$ cat src/rtl/e1_sa_pkg.sv
package e1_sa_pkg;

   localparam int unsigned NUM_FLD = 8;

   typedef enum logic [2:0] {
      FLD_SI_AF  = 3'd0,
      FLD_SI_NAF = 3'd1,
      FLD_RA     = 3'd2,
      FLD_SA4    = 3'd3,
      FLD_SA5    = 3'd4,
      FLD_SA6    = 3'd5,
      FLD_SA7    = 3'd6,
      FLD_SA8    = 3'd7
   } fld_e;

   // bit of the timeslot-zero byte feeding each field
   function automatic int unsigned fld_src_bit(input int unsigned f);
      case (f)
         0, 1:    return 7;
         default: return 7 - f;
      endcase
   endfunction

   // alignment-word frames (even index) feed only field 0
   function automatic bit fld_from_even(input int unsigned f);
      return (f == 0);
   endfunction

endpackage

$ cat src/rtl/e1_sa_shift.sv
module e1_sa_shift #(
   parameter int unsigned W = 8
) (
   input  logic         clk,
   input  logic         rst_n,
   input  logic         clr,
   input  logic         en,
   input  logic         din,
   output logic [W-1:0] nxt,
   output logic [W-1:0] q
);

   if (W < 2) begin : g_bad_w
      $error("e1_sa_shift: W must be at least 2");
   end

   always_comb begin
      nxt = q;
      if (en) nxt = {q[W-2:0], din};
   end

   always_ff @(posedge clk) begin
      if (!rst_n)    q <= '0;
      else if (clr)  q <= '0;
      else           q <= nxt;
   end

   a_r2_shift_in: assert property (@(posedge clk) disable iff (!rst_n)
      en && !clr |=> q[0] == $past(din));

   a_r2_shift_hold: assert property (@(posedge clk) disable iff (!rst_n)
      !en && !clr |=> $stable(q));

   a_r6_restart: assert property (@(posedge clk) disable iff (!rst_n)
      clr |=> q == '0);

endmodule

$ cat src/rtl/e1_sa_hold_bank.sv
module e1_sa_hold_bank #(
   parameter int unsigned W = 8,
   parameter int unsigned N = 8
) (
   input  logic                clk,
   input  logic                rst_n,
   input  logic                load,
   input  logic                flag_clr,
   input  logic [N-1:0][W-1:0] din,
   output logic [N-1:0][W-1:0] q,
   output logic                flag
);

   if (N < 1 || W < 1) begin : g_bad_dim
      $error("e1_sa_hold_bank: N and W must be non-zero");
   end

   always_ff @(posedge clk) begin
      if (!rst_n)     q <= '0;
      else if (load)  q <= din;
   end

   always_ff @(posedge clk) begin
      if (!rst_n)         flag <= 1'b0;
      else if (load)      flag <= 1'b1;
      else if (flag_clr)  flag <= 1'b0;
   end

   a_r4_hold_stable: assert property (@(posedge clk) disable iff (!rst_n)
      !load |=> $stable(q));

   a_r7_flag_set: assert property (@(posedge clk) disable iff (!rst_n)
      load |=> flag);

   a_r7_flag_sticky: assert property (@(posedge clk) disable iff (!rst_n)
      flag && !flag_clr |=> flag);

   a_r7_flag_clear: assert property (@(posedge clk) disable iff (!rst_n)
      flag_clr && !load |=> !flag);

endmodule

$ cat src/rtl/e1_sa_mf_capture.sv
module e1_sa_mf_capture #(
   parameter int unsigned FRAMES_PER_MF = 16,
   parameter int unsigned TS_W          = 8,
   localparam int unsigned FW           = FRAMES_PER_MF / 2,
   localparam int unsigned IDX_W        = $clog2(FRAMES_PER_MF)
) (
   input  logic             clk,
   input  logic             rst_n,
   input  logic [TS_W-1:0]  ts0_byte,
   input  logic             frame_stb,
   input  logic [IDX_W-1:0] frame_idx,
   input  logic             mf_end_stb,
   input  logic             mf_loss,
   input  logic             flag_clr,
   output logic [FW-1:0]    si_af_q,
   output logic [FW-1:0]    si_naf_q,
   output logic [FW-1:0]    ra_q,
   output logic [FW-1:0]    sa4_q,
   output logic [FW-1:0]    sa5_q,
   output logic [FW-1:0]    sa6_q,
   output logic [FW-1:0]    sa7_q,
   output logic [FW-1:0]    sa8_q,
   output logic             mf_flag
);
   import e1_sa_pkg::*;

   if (TS_W != 8) begin : g_bad_ts
      $error("e1_sa_mf_capture: TS_W must be 8");
   end
   if (FRAMES_PER_MF < 4 || (1 << IDX_W) != FRAMES_PER_MF) begin : g_bad_frames
      $error("e1_sa_mf_capture: FRAMES_PER_MF must be a power of two >= 4");
   end

   logic                      odd_frame;
   logic                      restart;
   logic                      handover;
   logic [NUM_FLD-1:0][FW-1:0] sh_q;
   logic [NUM_FLD-1:0][FW-1:0] sh_nxt;
   logic [NUM_FLD-1:0][FW-1:0] hold_q;

   assign odd_frame = frame_idx[0];
   assign restart   = mf_loss | mf_end_stb;
   assign handover  = mf_end_stb & ~mf_loss;

   for (genvar f = 0; f < NUM_FLD; f++) begin : g_fld
      localparam int unsigned SRC = fld_src_bit(f);
      logic en;
      if (fld_from_even(f)) begin : g_even
         assign en = frame_stb & ~odd_frame;
      end else begin : g_odd
         assign en = frame_stb & odd_frame;
      end

      e1_sa_shift #(.W(FW)) u_shift (
         .clk   (clk),
         .rst_n (rst_n),
         .clr   (restart),
         .en    (en),
         .din   (ts0_byte[SRC]),
         .nxt   (sh_nxt[f]),
         .q     (sh_q[f])
      );
   end

   e1_sa_hold_bank #(.W(FW), .N(NUM_FLD)) u_hold (
      .clk      (clk),
      .rst_n    (rst_n),
      .load     (handover),
      .flag_clr (flag_clr),
      .din      (sh_nxt),
      .q        (hold_q),
      .flag     (mf_flag)
   );

   assign si_af_q  = hold_q[FLD_SI_AF];
   assign si_naf_q = hold_q[FLD_SI_NAF];
   assign ra_q     = hold_q[FLD_RA];
   assign sa4_q    = hold_q[FLD_SA4];
   assign sa5_q    = hold_q[FLD_SA5];
   assign sa6_q    = hold_q[FLD_SA6];
   assign sa7_q    = hold_q[FLD_SA7];
   assign sa8_q    = hold_q[FLD_SA8];

   a_r8_loss_restart: assert property (@(posedge clk) disable iff (!rst_n)
      mf_loss |=> sh_q == '0);

   a_r8_loss_no_flag: assert property (@(posedge clk) disable iff (!rst_n)
      mf_loss && !mf_flag && !frame_stb |=> !mf_flag);

   a_r5_last_frame_in: assert property (@(posedge clk) disable iff (!rst_n)
      handover && frame_stb && odd_frame |=>
         sa8_q[0] == $past(ts0_byte[0]) && si_naf_q[0] == $past(ts0_byte[7]));

   a_r5_end_on_last: assert property (@(posedge clk) disable iff (!rst_n)
      handover && frame_stb |-> frame_idx == IDX_W'(FRAMES_PER_MF - 1));

endmodule

$ cat config.mk
export PLATFORM = sky130hd
export DESIGN_NAME = e1_sa_mf_capture
export DESIGN_NICKNAME = d
export VERILOG_FILES = /design/src/rtl/e1_sa_pkg.sv /design/src/rtl/e1_sa_shift.sv /design/src/rtl/e1_sa_hold_bank.sv /design/src/rtl/e1_sa_mf_capture.sv
export SDC_FILE = /design/constraint.sdc
export NUM_CORES = 1
export LEC_CHECK = 0
export BUFFER_PORTS_ARGS = -buffer_cell sky130_fd_sc_hd__buf_2
export CAP_MARGIN = 20
export CELL_PAD_IN_SITES_DETAIL_PLACEMENT = 0
export CELL_PAD_IN_SITES_GLOBAL_PLACEMENT = 1
export CORE_MARGIN = 2
export CORE_UTILIZATION = 38
export CTS_CLUSTER_DIAMETER = 100
export DETAILED_ROUTE_END_ITERATION = 8
export PLACE_DENSITY = 0.83
export SLEW_MARGIN = 20
export SYNTH_ARGS = -nofsm -noshare
export SYNTH_HDL_FRONTEND = slang
export SYNTH_SLANG_ARGS = --single-unit
$ cat constraint.sdc
create_clock -name clk -period 1 [get_ports clk]
set_clock_uncertainty 0.2 [all_clocks]
set_input_delay 0.1 -clock clk [delete_from_list [all_inputs] [get_ports clk]]
set_output_delay 0.1 -clock clk [all_outputs]
set_load 0.005 [all_outputs]
==> summary.md, run 1 <==
| Metric | Value |
|---|---|
| FF-to-FF End | `g_fld[0].u_shift.q[1]$_SDFF_PP0_` |
| Crit share post-route | `114.9%` |
| Reg-to-reg slack, setup | `10 ps` |
| Setup violators final | `65` |
| Cell with the most instances after synthesis | `dfxtp_1` |
| Initial antenna violation count | `0` |
| Crit path max fanout | `2` |
| Synth warn | `0` |
| Grt ovf | `0` |
| Worst Reg-to-Reg Cells | `2` |
| Pwr Density | `2095 nW/µm²` |
| Outcome | `finished, violations left` |
| Netlist cell types | `16` |
| Synth Cell Area | `4390 µm²` |
| Critical path's top delay family | `flip-flops` |
| Dpl cells | `625` |
| CP endpoint kind | `output port` |
| Required @ worst endpoint | `700 ps` |
| IO Pins | `83` |
| # DRC | `0` |
| Min-delay src | `rst_n` |
| P_sw | `2568 µW` |
| Net Count, Synth | `444` |
| Final nets | `530` |
| Int Pwr | `9610 µW` |
| Worst min path class | `in2reg` |
| Num CTS Buffers | `17` |
| Hold slack final | `-210.8 ps` |
| Logic pwr share | `6.5%` |
| Post-synthesis area per instance | `10.31 µm²` |
| RSZ-0062 raised after global routing | `true` |
| Main synth FF type | `dfxtp_1` |
| Vias per cell | `4.824` |
| Max clock buf depth | `2` |
| Peak supply drop | `1.177 mV` |
| Standard-cell rows | `39` |
| #FFs+latches synth | `129` |
| Largest net degree at the start of global routing | `52` |
| Slew Limit Fails | `0` |
| Core area | `11370 µm²` |
| Setup TNS | `-8935 ps` |
| GPL Wtd Cong | `0.7421` |
| Buf+Inv Stages, Crit Path | `1` |
| Flop pwr share | `44.4%` |
| Drt wl/cell | `13.79 µm` |
| H-tree depth | `4` |
| CTS hold repair buffers | `8` |
| Switching part of the total | `21.09%` |
| Die Ht | `111.5 µm` |
| FF-to-FF Start | `g_fld[0].u_shift.q[0]$_SDFF_PP0_` |
| Clock share of power | `49.1%` |
| Clk slew on worst S/H paths | `50 ps` |
| Worst Setup Path Type | `reg2out` |
| Die span in x | `111.5 µm` |
| Area growth, synth to finish | `32.40%` |
| Arr. time, crit path | `850 ps` |
| Largest area contributor in the netlist | `dfxtp_1` |
| Vias in the first global route | `3170` |
| CP startpoint kind | `flop` |
| Clk Latency, worst-skew pair | `410 ps` |
| LEAKAGE | `0.002576 µW` |
| First-pass GRT wire length | `14890 µm` |
| Die area | `12430 µm²` |
| Failing checks | `hold timing, setup timing` |
| Iteration count of the initial detailed-routing pass | `4` |
| Max-cap violations | `0` |
| Final hold vios | `17` |
| Critical-path top delay cell | `dfxtp_2` |
| CP endpoint | `sa7_q[7]` |
| Synth top cells by count | `dfxtp_1, nor2_1, a21oi_1, mux2i_1, o21ai_0` |
| Max Freq | `870.5 MHz` |
| Post-Synthesis Cells | `426` |
| Post-synthesis sequential area ratio | `58.82%` |
| Starting density of the core | `38.62%` |
| Antenna Violating Nets Remaining | `0` |
| Top cell type's share of synthesized area | `58.82%` |
| Diodes inserted | `0` |
| Slew at the pin closest to its max-slew limit | `253.0 ps` |
| Number of flops mapped to enable cells by yosys | `0` |
| Cell Chain, Critical Path | `buf_2` |
| CTS tree | `yes` |
| Asr flop ratio synth | `0%` |
| Clock Tree Root | `clkbuf_16` |
| Port Buf Inserts | `78` |
| WL final | `9182 µm` |
| Final worst slack | `-148.7 ps` |
| Sink Count | `129` |
| Dominant cells by area after synthesis | `dfxtp_1, mux2i_1, a21oi_1` |
| Finished Layout Cells | `666` |
| Aggregate global-route resource usage | `15.11%` |
| Total power | `12180 µW` |
| DRT iter0 DRCs | `132` |
| Max_slew headroom | `82.80%` |
| Via count | `3213` |
| Post-layout min period | `1149 ps` |
| WP depth | `1` |
| Worst Setup SP | `u_hold.q[55]$_SDFFE_PN0P_` |
| Share of cells above drive strength 1 | `36.71%` |
| Crit-path max cell delay | `320 ps` |
| Detailed Place HPWL | `5591 µm` |
## area by class of cell
cell class,count,area [µm²]
clock buffers,24,491.7
clock inverters,6,80.08
fillers,1019,5557
multi-input cells,263,1600
flip-flops and latches,129,2664
well taps,143,178.9
repair buffers,101,798.3
## cell usage in the layout (no fill, tap or decap), types with 9 or more instances in the layout
cell / count
buf_6: 20
o21ai_1: 22
buf_4: 9
dfxtp_2: 65
dfxtp_1: 64
nor2_1: 65
a21oi_1: 63
o21ai_0: 42
mux2i_1: 61
buf_2: 57
clkbuf_16: 17
## per-layer routing
layer	vias to the layer above	GRT usage (%)	wire length [µm]
li1	1639	-	-
met1	1502	18.30	4219
met2	59	23.90	4394
met3	13	4.464	357
met4	0	8.889	210
met5	-	0	0
## power by group through the flow
stage / clock (µW) / combinational, µW / sequential (µW)
final: 5980 / 790 / 5410
after global placement: 0 / 692 / 5480
after floorplan: 0 / 427 / 5490
after CTS: 6100 / 762 / 5400
after global routing: 6330 / 864 / 5430
after detailed placement: 0 / 705 / 5480
## registers in the layout, indices dropped and copies added, names as in the netlist
name and cells:
g_fld.u_shift.q 64, u_hold.flag 1, u_hold.q 64
## cell families after synthesis
group           synth area share, %
compound gates                14.76
buf+inv                       5.443
flops                         58.82
mux                           14.59
simple gates                  6.383
## stage by stage
step	setup WS [ps]	cell area (µm²)	utilization [%]
after floorplan	-30.33	4417	-
after global placement	-233.0	4915	43.23
after detailed placement	-280.4	4915	43.23
after CTS	-173.6	5704	50.17
after global routing	-179.0	5813	51.13
final	-148.7	5813	51.13
## worst min path at each step
stage                                  endpoint  slack (ps)  cells after the start
6_report              u_hold.q[19]$_SDFFE_PN0P_        -210                      3
5_1_grt               u_hold.q[19]$_SDFFE_PN0P_        -200                      3
4_1_cts               u_hold.q[19]$_SDFFE_PN0P_        -230                      3
3_5_place_dp   g_fld[5].u_shift.q[0]$_SDFF_PP0_         170                      3
3_3_place_gp   g_fld[5].u_shift.q[0]$_SDFF_PP0_         170                      3
2_1_floorplan  g_fld[3].u_shift.q[0]$_SDFF_PP0_          60                      2
## what timing repair did
action                                  4_1_cts  5_1_grt
resized for setup                            62       28
hold endpoints to repair                     58       10
endpoints found under the setup margin       65       69
pin swaps                                     0        2
buffers inserted                              2        2
(Power assumes the default switching activity.)
==> run 2, diff against run 1 <==
--- a/config.mk
+++ b/config.mk
@@ -14,6 +14,7 @@
 export CTS_CLUSTER_DIAMETER = 100
 export DETAILED_ROUTE_END_ITERATION = 8
 export PLACE_DENSITY = 0.83
+export RECOVER_POWER = 100
 export SLEW_MARGIN = 20
 export SYNTH_ARGS = -nofsm -noshare
 export SYNTH_HDL_FRONTEND = slang
==> summary.md, run 2 (synthesis results as in run 1) <==
| Metric | Value |
|---|---|
| Outcome | `finished, violations left` |
| Failing checks | `hold timing, setup timing` |
| Diodes inserted | `0 (unchanged)` |
| Clk Latency, worst-skew pair | `410 ps (about the same)` |
| Final nets | `530 (unchanged)` |
| Crit path max fanout | `2 (unchanged)` |
| Detailed Place HPWL | `5591 µm (unchanged)` |
| Slew Limit Fails | `0 (unchanged)` |
| CTS tree | `yes` |
| Most frequent cells in the layout | `dfxtp_1, nor2_1, mux2i_1, a21oi_1, dfxtp_2` |
| Arr. time, crit path | `850 ps (about the same)` |
| Worst Setup SP | `u_hold.q[12]$_SDFFE_PN0P_` |
| Buf+Inv Stages, Crit Path | `1 (unchanged)` |
| Largest registers | `g_fld.u_shift.q (64), u_hold.q (64), u_hold.flag (1)` |
| Max clock buf depth | `2 (unchanged)` |
| Crit-path max cell delay | `330 ps (about the same)` |
| WL final | `9160 µm (-0.24%)` |
| Hold Path Depth | `3 (unchanged)` |
| IO Pins | `83 (unchanged)` |
| RSZ-0062 raised after global routing | `true` |
| Crit share post-route | `115.1% (+0.19 points)` |
| Critical-path top delay cell | `dfxtp_1` |
| Hold slack final | `-209.5 ps (+1.350 ps)` |
| LEAKAGE | `0.002579 µW (+0.12%)` |
| Grt ovf | `0 (unchanged)` |
| Pwr Density | `2097 nW/µm² (about the same)` |
| Reg-to-reg slack, setup | `30 ps (+20 ps)` |
| DRT iter0 DRCs | `125 (-5.3%)` |
| Num CTS Buffers | `17 (unchanged)` |
| Max-cap violations | `0 (unchanged)` |
| Die area | `12430 µm² (unchanged)` |
| CTS hold repair buffers | `8 (unchanged)` |
| Slew at the pin closest to its max-slew limit | `228.0 ps (-24.99 ps)` |
| Standard-cell rows | `39 (unchanged)` |
| Die Ht | `111.5 µm (unchanged)` |
| Post-layout min period | `1151 ps (+1.895 ps)` |
| Peak supply drop | `1.179 mV (+0.10%)` |
| Die span in x | `111.5 µm (unchanged)` |
| Cell Chain, Critical Path | `buf_2` |
| Final worst slack | `-150.6 ps (-1.895 ps)` |
| Aggregate global-route resource usage | `15.11% (unchanged)` |
| Final hold vios | `16 (-1)` |
| Vias per cell | `4.805 (-0.40%)` |
| Antenna Violating Nets Remaining | `0 (unchanged)` |
| H-tree depth | `4 (unchanged)` |
| Iteration count of the initial detailed-routing pass | `4 (unchanged)` |
| CP startpoint kind | `flop` |
| Share of cells above drive strength 1 | `35.76% (-0.96 points)` |
| Total power | `12170 µW (about the same)` |
| Starting density of the core | `38.62% (unchanged)` |
| Setup violators final | `65 (unchanged)` |
| Vias in the first global route | `3170 (unchanged)` |
| Hold endpoint | `u_hold.q[19]$_SDFFE_PN0P_` |
| Max Freq | `869.1 MHz (-0.16%)` |
| Worst Setup Path Type | `reg2out` |
| Largest net degree at the start of global routing | `52 (unchanged)` |
| Max_slew headroom | `84.37% (+1.6 points)` |
| Port Buf Inserts | `78 (unchanged)` |
| Worst Reg-to-Reg Cells | `2 (unchanged)` |
| GPL Wtd Cong | `0.7421 (unchanged)` |
| Required @ worst endpoint | `700 ps (about the same)` |
| FF-to-FF End | `g_fld[0].u_shift.q[1]$_SDFF_PP0_` |
| Via count | `3200 (-0.40%)` |
| # DRC | `0 (unchanged)` |
| Worst min path class | `in2reg` |
| Clk slew on worst S/H paths | `50 ps (about the same)` |
| CP endpoint kind | `output port` |
| Drt wl/cell | `13.75 µm (-0.24%)` |
| FF-to-FF Start | `g_fld[0].u_shift.q[0]$_SDFF_PP0_` |
| Setup TNS | `-8833 ps (+101.7 ps)` |
| Sink Count | `129 (unchanged)` |
| Core area | `11370 µm² (unchanged)` |
| First-pass GRT wire length | `14890 µm (unchanged)` |
| Critical path's top delay family | `flip-flops` |
| Initial antenna violation count | `0 (unchanged)` |
| Clock Tree Root | `clkbuf_16` |
| Min-delay src | `rst_n` |
| Commonest non-fill, non-tap cell in the layout | `dfxtp_1` |
| Area growth, synth to finish | `32.15%` |
[run 2: cell counts in the layout (fill, tap and decap cells not counted)]
Identical to the previous run, type by type.
[run 2: layer usage]
metal	track usage, %	wire (µm)	share of wire [%]
met5	0	0	0
met3	4.464	351	3.8
met4	8.889	196	2.1
met2	23.90	4385	48
met1	18.30	4228	46
[run 2: worst max path at each step]
| stage | end | slack [ps] | cells past startpoint |
|---|---|---|---|
| 3_3_place_gp | u_hold.q[4]$_SDFFE_PN0P_ | -230 | 5 |
| 6_report | si_naf_q[4] | -150 | 1 |
| 3_5_place_dp | u_hold.q[1]$_SDFFE_PN0P_ | -280 | 5 |
| 2_1_floorplan | u_hold.q[19]$_SDFFE_PN0P_ | -30 | 5 |
| 4_1_cts | si_af_q[6] | -170 | 1 |
| 5_1_grt | sa4_q[6] | -180 | 1 |
[run 2: area by class of cell]
type / count / area [µm²]
clock buffer: 24 / 491.7
multi-input combinational: 263 / 1593
fill: 1020 / 5568
tap: 143 / 178.9
sequential: 129 / 2660
clock inverter: 6 / 80.08
timing repair buffer: 101 / 798.3
[run 2: stage by stage]
stage | instances | hold slack, ps | cell area [µm²] | setup slack (ps) | util (%)
floorplan | 426 | 63.71 | 4417 | -30.33 | -
global placement | 625 | 166.2 | 4915 | -233.0 | 43.23
detailed placement | 625 | 170.6 | 4915 | -280.4 | 43.23
CTS | 665 | -225.3 | 5704 | -173.6 | 50.17
global route | 666 | -195.5 | 5802 | -179.0 | 51.03
finish | 666 | -209.5 | 5802 | -150.6 | 51.03
[run 2: what timing repair did]
| item | 4_1_cts | 5_1_grt |
|---|---|---|
| setup buffers | 2 | 2 |
| hold endpoints to repair | 58 | 10 |
| endpoints found under the setup margin | 65 | 69 |
| pin swaps | 0 | 2 |
| resized for setup | 62 | 28 |
[run 2: power by group]
| part | total (µW) | internal (µW) | switching [µW] |
|---|---|---|---|
| combinational | 787 | 394 | 393 |
| clock | 5970 | 3890 | 2080 |
| sequential | 5410 | 5330 | 82.4 |
| total | 12200 | 9610 | 2560 |
[run 2: worst reg2reg max path, cell delays in order, from the launching register on]
cell,delay [ps]
dfxtp_1,320
mux2i_2,220
nor2_1,100
